==> src/rtl/adcpk_pkg.sv <==
package adcpk_pkg;
    localparam int HALF_W = 16;
    localparam int WORD_W = 2 * HALF_W;

    typedef enum logic [1:0] {
        PK_UPPER_ONLY  = 2'd0,
        PK_LOWER_ONLY  = 2'd1,
        PK_UPPER_FIRST = 2'd2,
        PK_LOWER_FIRST = 2'd3
    } pack_mode_e;

    typedef struct packed {
        logic              done;
        logic [WORD_W-1:0] word;
    } pack_res_t;

    function automatic logic first_is_upper(input pack_mode_e m);
        return (m == PK_UPPER_ONLY) || (m == PK_UPPER_FIRST);
    endfunction

    function automatic logic is_paired(input pack_mode_e m);
        return m[1];
    endfunction
endpackage

==> src/rtl/adcpk_lane.sv <==
module adcpk_lane
    import adcpk_pkg::*;
#(
    parameter int HW = HALF_W,
    localparam int WW = 2 * HW
) (
    input  logic          clk,
    input  logic          rst,
    input  logic [1:0]    mode_i,
    input  logic          sim_en_i,
    input  logic          valid_i,
    input  logic          slave_i,
    input  logic [HW-1:0] data_i,
    output logic          done_o,
    output logic [WW-1:0] word_o,
    output logic          upper_next_o
);
    pack_mode_e    mode_q;
    pack_mode_e    mode_now;
    logic          pend_q;
    logic [HW-1:0] stage_q;
    logic [WW-1:0] word_q;

    logic          mode_chg;
    logic          pend_eff;
    logic [HW-1:0] stage_eff;
    logic          fu;
    logic          to_second;
    logic [WW-1:0] word_nx;

    always_comb begin
        mode_now  = pack_mode_e'(mode_i);
        mode_chg  = (mode_now != mode_q);
        pend_eff  = pend_q & ~mode_chg;
        stage_eff = mode_chg ? '0 : stage_q;
        fu        = first_is_upper(mode_now);
        to_second = sim_en_i ? slave_i : pend_eff;
        done_o    = 1'b0;
        word_nx   = word_q;
        if (valid_i) begin
            if (!is_paired(mode_now)) begin
                done_o  = 1'b1;
                word_nx = fu ? {data_i, {HW{1'b0}}} : {{HW{1'b0}}, data_i};
            end else if (to_second) begin
                done_o  = 1'b1;
                word_nx = fu ? {stage_eff, data_i} : {data_i, stage_eff};
            end
        end
        upper_next_o = is_paired(mode_now) ? (fu ^ pend_eff) : fu;
    end

    always_ff @(posedge clk) begin
        if (rst) begin
            mode_q  <= PK_UPPER_ONLY;
            pend_q  <= 1'b0;
            stage_q <= '0;
            word_q  <= '0;
        end else begin
            mode_q <= mode_now;
            word_q <= word_nx;
            if (valid_i && is_paired(mode_now) && !to_second) begin
                pend_q  <= 1'b1;
                stage_q <= data_i;
            end else if (done_o || mode_chg) begin
                pend_q  <= 1'b0;
                stage_q <= '0;
            end
        end
    end

    assign word_o = word_q;

    p_hold_first_r4: assert property (@(posedge clk) disable iff (rst)
        valid_i && is_paired(mode_now) && !to_second |=> $stable(word_q));
endmodule

==> src/rtl/adcpk_flags.sv <==
module adcpk_flags (
    input  logic clk,
    input  logic rst,
    input  logic done_i,
    input  logic rd_i,
    input  logic flag_we_i,
    input  logic flag_wr_i,
    input  logic ie_i,
    output logic ready_o,
    output logic flag_o,
    output logic irq_o
);
    logic ready_q;
    logic flag_q;

    always_ff @(posedge clk) begin
        if (rst) begin
            ready_q <= 1'b0;
            flag_q  <= 1'b0;
        end else begin
            if (done_i)    ready_q <= 1'b1;
            else if (rd_i) ready_q <= 1'b0;
            if (done_i)         flag_q <= 1'b1;
            else if (flag_we_i) flag_q <= flag_wr_i;
        end
    end

    assign ready_o = ready_q;
    assign flag_o  = flag_q;
    assign irq_o   = flag_q & ie_i;

    p_done_ready_r8: assert property (@(posedge clk) disable iff (rst)
        done_i |=> ready_o);
    p_read_clear_r8: assert property (@(posedge clk) disable iff (rst)
        rd_i && !done_i |=> !ready_o);
    p_done_flag_r9: assert property (@(posedge clk) disable iff (rst)
        done_i |=> flag_o);
endmodule

==> src/rtl/adcpk_top.sv <==
module adcpk_top
    import adcpk_pkg::*;
(
    input  logic              clk,
    input  logic              rst,
    input  logic [1:0]        mode_i,
    input  logic              sim_en_i,
    input  logic              cc_ie_i,
    input  logic              res_valid_i,
    input  logic              res_slave_i,
    input  logic [HALF_W-1:0] res_data_i,
    input  logic              rd_i,
    input  logic              flag_we_i,
    input  logic              flag_wr_i,
    output logic [WORD_W-1:0] data_o,
    output logic              upper_next_o,
    output logic              ready_o,
    output logic              cc_flag_o,
    output logic              irq_o
);
    pack_res_t lane_res;

    adcpk_lane #(.HW(HALF_W)) u_lane (
        .clk          (clk),
        .rst          (rst),
        .mode_i       (mode_i),
        .sim_en_i     (sim_en_i),
        .valid_i      (res_valid_i),
        .slave_i      (res_slave_i),
        .data_i       (res_data_i),
        .done_o       (lane_res.done),
        .word_o       (lane_res.word),
        .upper_next_o (upper_next_o)
    );

    adcpk_flags u_flags (
        .clk       (clk),
        .rst       (rst),
        .done_i    (lane_res.done),
        .rd_i      (rd_i),
        .flag_we_i (flag_we_i),
        .flag_wr_i (flag_wr_i),
        .ie_i      (cc_ie_i),
        .ready_o   (ready_o),
        .flag_o    (cc_flag_o),
        .irq_o     (irq_o)
    );

    assign data_o = lane_res.word;

    p_upper_only_r2: assert property (@(posedge clk) disable iff (rst)
        res_valid_i && mode_i == 2'd0 |=> data_o[HALF_W-1:0] == '0);
    p_lower_only_r3: assert property (@(posedge clk) disable iff (rst)
        res_valid_i && mode_i == 2'd1 |=> data_o[WORD_W-1:HALF_W] == '0);
    p_idle_hold_r11: assert property (@(posedge clk) disable iff (rst)
        !res_valid_i |=> $stable(data_o));
endmodule

==> config.mk <==
export PLATFORM = sky130hd
export DESIGN_NAME = adcpk_top
export DESIGN_NICKNAME = d
export VERILOG_FILES = /design/src/rtl/adcpk_pkg.sv /design/src/rtl/adcpk_lane.sv /design/src/rtl/adcpk_flags.sv /design/src/rtl/adcpk_top.sv
export SDC_FILE = /design/constraint.sdc
export NUM_CORES = 1
export LEC_CHECK = 0
export ABC_AREA = 1
export BUFFER_PORTS_ARGS = -buffer_cell sky130_fd_sc_hd__buf_2
export CAP_MARGIN = 30
export CELL_PAD_IN_SITES_DETAIL_PLACEMENT = 1
export CELL_PAD_IN_SITES_GLOBAL_PLACEMENT = 2
export CORE_MARGIN = 5
export CORE_UTILIZATION = 26
export DETAILED_ROUTE_END_ITERATION = 8
export GPL_TIMING_DRIVEN = 0
export PLACE_DENSITY = 0.76
export SLEW_MARGIN = 10
export SYNTH_ARGS = -nofsm -noshare
export SYNTH_HDL_FRONTEND = slang
export SYNTH_HIERARCHICAL = 1
export SYNTH_SLANG_ARGS = --single-unit
==> constraint.sdc <==
create_clock -name clk -period 1.44 [get_ports clk]
set_input_delay 0.288 -clock clk [delete_from_list [all_inputs] [get_ports clk]]
set_output_delay 0.288 -clock clk [all_outputs]
set_load 0.005 [all_outputs]
==> reports/summary.md, run 1 <==
The run finished, with violations left. The final reports fail on setup timing. The floorplan row count came out at 39. The run gives 0 as the initial antenna violation count. The clock edge transition at the registers on the reported setup and hold paths is 0.07 ns.

Walking the worst path, the cells encountered are buf_8, buf_2, buf_1, xor2_1, buf_2. The required time of the critical path was 1.15 ns; the combined area of all synthesized cells was 3024 sq um. Dividing the detail-routed via count by the number of cells gives 5.156. The Yosys step of the flow raised 6 warnings. Worst-case clock buffer depth: 2. In this run the tightest slew margin relative to its limit is 61.32%.

Relative to the synthesized area, the layout overhead comes to 35.91%. The number of instances in the synthesized netlist came out at 468. The netlist uses 19 different library cells. The kind of path behind the tightest hold check was in -> reg. The number of max-slew violations in the final report is 0. Critical path's slowest cell: buf_1. CTS built an H-tree with a depth of 2. Entering global routing, the biggest net connects 17 pins. The cell accounting for the most synthesized area was dfxtp_1. The worst setup path is captured at a primary output.

In the routed design, unresolved DRC markers number 0. After synthesis, the largest area contributor takes up 35.08% of total cell area. After the first detailed-routing iteration, the DRC count stood at 184. For the number of max-cap violations, the log shows 0.

Setup repair after global routing could not meet its margin everywhere. The post-route netlist has 29.93% of its cells at a drive strength greater than 1. The hold buffer count at cts is 0. Detailed routing inserted a total of 3,563 vias. The logs give -0.2932 ns for the worst setup slack after layout and -5.808 ns for the post-route setup TNS. The detail-routed net length per standard cell came out at 17.77 microns. The run gives 1.788 nW as the leakage dissipation. Ranked by total cell area, the synthesized netlist is headed by dfxtp_1 35%, a21oi_1 19%, nand4_1 13%.

The number of placed instances, taps included, is 670. For the clock skew, the log shows 0.005839 ns. For the maximum clock frequency, the log shows 577.0 MHz. The number of antenna diodes was 0. Setup violations remaining at the end of the flow were counted as 38. The longest individual stage delay on the worst path was 0.47 ns; the worst ir drop on vdd was 0.0004791 V.

The number of nets with antenna violations after detailed routing is 0, and the count of input and output buffers is 59. TritonCTS built the clock tree. The floorplan die height is 117.9 microns, and the time the worst path needs with I/O delays and setup is 1.733 ns.

Clock tree synthesis found a total of 53 sinks. The final hold violation count is 0, and the share of the cycle needed by the critical path after routing is 120.4%. The tools report the total routing resource utilization after global routing as 16.91%. The kind of critical path is in -> out. For this run, the detailed router's first-pass iteration total came to 4.

The cell that appears most often on the critical path is buf_2. The worst endpoint data arrival time is 1.45 ns. The final weighted congestion of routability-driven global placement is 0.8191, and the global-route wire length before repair is 19.18 mm. Number of global-route vias before repair: 3,635.

Buffers inserted during clock tree synthesis total 5. The routed design has 12.28 mm of wire. Counting flops and latches in the post-synthesis netlist gives 53.

Along the worst path, the maximum fanout reaches 10. The tools report the startpoint kind of the worst setup timing path as a primary input. The count of boundary I/O pins is 63. Measured along the x axis, the die boundary spans 117.9 microns. The sequential fraction of the synthesis area came out at 35.08%.

The core region is 11,420 sq um. The post-synthesis net count is 495, and the half-perimeter wire length after placement is 9.015 mm. Power spread over the standard cell area amounts to 929.0 nW/um^2. The run gives 691 as the final non-filler cell total.

The full die area is 13,890 sq um. For the layout net count, the log shows 575. In this run the mean area of a mapped cell was 6.462 sq um. Global routing finished with a remaining overflow of 0. Clock latency on the worst-skew pair, taken at its later pin, is 0.29 ns.

At the pin with the least slew margin, the transition time is 0.5802 ns. The cell sitting at the root of the clock tree is a clkbuf_16. The initial utilization of the core area, before any placement, comes to 26.48%.
## critical path, delay by kind of cell
family    cells  cell delay (ns)
xor+xnor      1             0.21
buf+inv       4             0.94
## per-layer routing
metal	global-route usage, %	vias to the layer above	wire length, microns
li1	-	1741	-
met1	22.10	1725	5623
met2	28.15	80	5934
met3	3.364	17	519
met4	4.946	0	204
met5	0	-	0
## power breakdown
group          switching, mW  total (mW)  internal (mW)
registers             0.0538        1.61           1.56
logic                  0.598       0.988          0.390
clock network          0.534        1.22          0.685
total                   1.19        3.82           2.63
## cells by family after synthesis
| logic type | synth area share [%] |
|---|---|
| flip-flops | 35.08 |
| AND/OR/NAND/NOR | 32.19 |
| buffers and inverters | 12.37 |
| XOR/XNOR | 1.200 |
| AO/OA/AOI/OAI | 19.16 |
## sequential cells by signal, summed over array words and instances, names as in the netlist
register         count
u_lane/word_o       32
u_lane/stage_q      16
u_flags/flag_o       1
u_lane/pend_q        1
u_flags/ready_o      1
u_lane/mode_q        2
## per-stage QoR
stage               hold slack, ns  total power [mW]  cell area (sq um)  worst slack [ns]  utilization [%]
global placement            0.4429             2.427               3538           -0.4320            30.99
detailed placement          0.4591             2.454               3538           -0.4661            30.99
global route                0.1961             4.047               4110           -0.3575            36.00
floorplan                   0.3571             2.134               3064          -0.04521                -
CTS                         0.1737             3.733               3781           -0.3392            33.11
finish                      0.1842             3.818               4110           -0.2932            36.00
## cell usage in the layout (no fill, tap or decap), types with 2 or more instances in the layout
cell type  count
buf_6          8
nand2_4        5
clkbuf_16      8
buf_4          8
buf_1          7
dfxtp_1       51
a21oi_2        8
nor2_2        15
clkbuf_2       5
a21oi_1      106
buf_8          4
nand2_2       19
nand4_1       64
inv_4          2
buf_2         64
inv_1         39
nor2_4         5
nand2_1       50
buf_12         3
inv_2          3
nor2_1        50
clkbuf_1      15
## timing repair
action                     CTS  global route
buffers inserted             7             5
pin swaps                    5            17
setup endpoints to repair   46            46
gates cloned                 1             3
gates resized for setup     19            77
## area by class of cell
type / count / area [sq um]
Tap cell: 143 / 178.9
Inverter: 44 / 170.2
Buffer: 42 / 292.8
Fill cell: 1494 / 7308
Multi-Input combinational cell: 327 / 1775
Timing Repair Buffer: 75 / 484.2
Clock buffer: 7 / 142.6
Sequential cell: 53 / 1066
## path summary, 6_finish.rpt
| path | to | from | cells past startpoint | slack, ns |
|---|---|---|---|---|
| worst max register to register | u_lane/word_o[13] | u_lane/mode_q[1] | 12 | -0.21 |
| worst min-delay path | u_flags/ready_o | rst | 2 | 0.18 |
| worst min register to register | u_flags/ready_o | u_flags/ready_o | 2 | 0.48 |
| worst max-delay path | upper_next_o | mode_i[0] | 5 | -0.29 |
## cells in the mapped netlist
master / count
a21oi_1: 113
a21oi_2: 1
and3_1: 1
buf_1: 7
buf_2: 11
buf_6: 4
clkbuf_1: 22
dfxtp_1: 53
inv_1: 41
inv_2: 3
nand2_1: 73
nand2_2: 1
nand4_1: 64
nand4_4: 1
nor2_1: 69
nor2_2: 1
o21ai_0: 1
xnor2_4: 1
xor2_1: 1
(Power assumes the default switching activity.)
==> inputs of run 2 (changes only) <==
--- a/config.mk
+++ b/config.mk
@@ -7,14 +7,16 @@
 export LEC_CHECK = 0
 export ABC_AREA = 1
 export BUFFER_PORTS_ARGS = -buffer_cell sky130_fd_sc_hd__buf_2
-export CAP_MARGIN = 30
+export CAP_MARGIN = 20
 export CELL_PAD_IN_SITES_DETAIL_PLACEMENT = 1
 export CELL_PAD_IN_SITES_GLOBAL_PLACEMENT = 2
 export CORE_MARGIN = 5
 export CORE_UTILIZATION = 26
+export CTS_CLUSTER_DIAMETER = 150
 export DETAILED_ROUTE_END_ITERATION = 8
 export GPL_TIMING_DRIVEN = 0
 export PLACE_DENSITY = 0.76
+export RECOVER_POWER = 50
 export SLEW_MARGIN = 10
 export SYNTH_ARGS = -nofsm -noshare
 export SYNTH_HDL_FRONTEND = slang
==> run 2 against run 1 <==
  * The run still ends with setup timing left
  * Via count shrank 0.22%
  * Total power shrank 0.12%
  * Sequential power is essentially flat
  * Utilization shrank 0.14 points
  * Count of clock-buffer cells in the layout is the same
  * Sequential share of layout area grew 0.10 points
  * Cell area shrank 0.40%
  * Die area is the same
==> reports/summary.md, run 2 (synthesized netlist as in run 1, its figures left out) <==
The worst setup slack after layout was -0.2879 ns (+0.005375 ns); the slew at the pin with the worst max-slew slack was 0.5763 ns (-0.003903 ns). The number of design-rule violations left by the first detailed-router iteration was 185 (+0.54%). The maximum clock frequency came out at 578.7 MHz (+0.31%). The met2 wirelength from detailed routing was 5.926 mm (-0.13%); the initial antenna violation count was 0 (unchanged). The final hold violation count is 0 (unchanged). The number of flip-flops under the largest register name works out to 32 (unchanged). The most frequent standard cell in the layout excluding fill and tap cells is a21oi_1. The number of antenna diodes was 0 (unchanged); the number of max-slew violations in the final report was 0 (unchanged).

For the core outline area, the log shows 11,420 sq um (unchanged). The count of cells along the worst hold path was 2 (unchanged); the global-route wire length before repair was 19.18 mm (unchanged). The detail-routed net length per standard cell is 17.75 microns (-0.14%). The run gives 13,890 sq um (unchanged) as the full die area. The logs give 35.85% (-0.14 points) for the core occupancy in the finished layout and 2 (unchanged) for the worst-case clock buffer depth. The starting density of the core was 26.48% (unchanged); the number of sinks on the clock net was 53 (unchanged).

The worst ir drop on vdd is 0.0004793 V (about the same). The overall via count from detail_route is 3,555 (-0.22%), and the ratio of routed vias to standard cells is 5.145 (-0.22%). The half-perimeter wire length after placement was 9.015 mm (unchanged). The flow ran to the end, but the final reports show violations.

The floorplan row count was 39 (unchanged). The clock skew is 0.006174 ns (+0.0003346 ns), and the count of input and output buffers is 59 (unchanged). The run gives 0 (unchanged) as the DRC violation count after routing. The tools report the post-route setup TNS as -5.707 ns (+0.1004 ns). The run gives 61.58% (+0.26 points) as the max-slew headroom at the worst pin. Total power draw: 3.814 mW (-0.12%).

The tools report the detailed-routing iteration count for the pre-antenna-repair pass as 4 (unchanged). The ratio of total power to cell area works out to 931.6 nW/um^2 (+0.28%). Root buffer selected by CTS: clkbuf_16. The tools report the source-to-sink clock delay at the later pin of the worst-skew pair as 0.29 ns (about the same).

The horizontal extent of the die works out to 117.9 microns (unchanged). Uppermost layer routed: met4. End of the worst register-to-register path: u_lane/word_o[13].

The checks that failed: setup timing. Aggregate global routing overflow: 0 (unchanged). The setup path with the least slack is of type in -> out. The share of the cycle needed by the critical path after routing was 120.0% (-0.37 points); the number of nets with antenna violations after detailed routing was 0 (unchanged). The floorplan die height is 117.9 microns (unchanged), and the pin count of the biggest net entering global routing is 17 (unchanged). The total routing resource utilization after global routing is 16.91% (unchanged), and the required time of the critical path is 1.15 ns (about the same).

The depth of the worst register-to-register path came out at 12 (unchanged). The endpoint of the worst hold-timing path was u_flags/ready_o. The tools report the critical path endpoint category as a primary output. Leaving out fill and tap cells, the most frequent cells in the layout are 106 x a21oi_1, 64 x nand4_1, 51 x buf_2, 51 x dfxtp_1.

Layout net count: 575 (unchanged). The number of max-cap violations is 0 (unchanged), and the synthesis-to-finish area growth is 35.37%. Setup repair after global routing could not meet its margin everywhere. Leakage dissipation: 1.738 nW (-2.8%). The filler cell count in the final layout is 1,495 (+0.067%), and the worst endpoint data arrival time is 1.44 ns (about the same).

The final weighted congestion of routability-driven global placement came out at 0.8191 (unchanged). The worst hold path belongs to the class in -> reg. The cell area after layout was 4094 sq um (-0.40%); the fraction of final layout cells sized beyond drive strength 1 was 27.55% (-2.4 points). The number of clock buffers inserted by TritonCTS was 5 (unchanged); the slack of the worst reg-to-reg path was -0.20 ns (about the same). For the worst slack on hold paths, the log shows 0.1843 ns (+0.00007300 ns). The time the worst path needs with I/O delays and setup came out at 1.728 ns (-0.005375 ns). The count of H-tree levels built during CTS is 2 (unchanged). The run gives 63 (unchanged) as the count of boundary I/O pins.

The number of global-route vias before repair came out at 3,635 (unchanged). Routed length on met3: 593 microns (+14%). Clock edge transition at the registers on the reported setup and hold paths: 0.07 ns (about the same). STA classifies the critical path startpoint as a primary input. The post-place instance area is 3538 sq um (unchanged). TritonCTS built the clock tree.

The tools report the met1 routed wirelength after detailed routing as 5.545 mm (-1.4%). The highest net fanout along the worst path was 10 (unchanged). The tools report the worst flop-to-flop path startpoint as u_lane/mode_q[1]. The final count of negative-setup-slack endpoints was 37 (-2.6%). The hold path startpoint is rst. The final wirelength is 12.27 mm (-0.14%).
==> run 2: cell types whose count changed in the layout (fill, tap and decap cells not counted), sizes merged <==
| cell | before | now |
|---|---|---|
| clkbuf | 30 | 43 |
| buf | 94 | 81 |
==> run 2: worst max-delay path by stage <==
| stage | from | end | depth (start not counted) |
|---|---|---|---|
| finish | mode_i[0] | upper_next_o | 5 |
| global route | u_lane/mode_q[1] | upper_next_o | 8 |
| CTS | u_lane/mode_q[0] | upper_next_o | 6 |
| detailed placement | mode_i[1] | u_lane/word_o[12] | 9 |
| global placement | mode_i[1] | u_lane/word_o[12] | 9 |
| floorplan | mode_i[0] | u_lane/word_o[0] | 9 |
==> run 2: area by class of cell <==
cell class / instances / area [sq um] / area share, %
buffer: 42 / 292.8 / 7.152
tap: 143 / 178.9 / 4.370
sequential: 53 / 1066 / 26.04
timing repair buffer: 75 / 467.9 / 11.43
multi-input combinational: 327 / 1775 / 43.37
inverter: 44 / 170.2 / 4.156
clock buffer: 7 / 142.6 / 3.484
==> run 2: critical path, cell delays in order <==
cell	delay [ns]
buf_8	0.11
buf_2	0.22
buf_1	0.47
xor2_1	0.21
buf_2	0.14
==> run 2: stage by stage <==
step	std cells	setup slack, ns
after floorplan	468	-0.04521
after global placement	670	-0.4320
after detailed placement	670	-0.4661
after CTS	684	-0.3392
after global routing	691	-0.3575
final	691	-0.2879
==> run 2: where the power goes <==
| part | internal (mW) | switching, mW |
|---|---|---|
| Combinational | 0.382 | 0.598 |
| Sequential | 1.56 | 0.0546 |
| Clock | 0.685 | 0.536 |
==> run 2: per-layer routing <==
| layer | GRT usage (%) | vias up |
|---|---|---|
| met2 | 28.15 | 85 |
| met5 | 0 | - |
| met4 | 4.946 | 0 |
| met3 | 3.364 | 15 |
| li1 | - | 1740 |
| met1 | 22.10 | 1715 |
==> run 2: repair_timing <==
| item | CTS | global route |
|---|---|---|
| setup buffers | 7 | 5 |
| endpoints found under the setup margin | 46 | 46 |
| pin swaps | 5 | 17 |
| cloned | 1 | 3 |
| resized for setup | 19 | 77 |
| hold buffers | 0 | 0 |
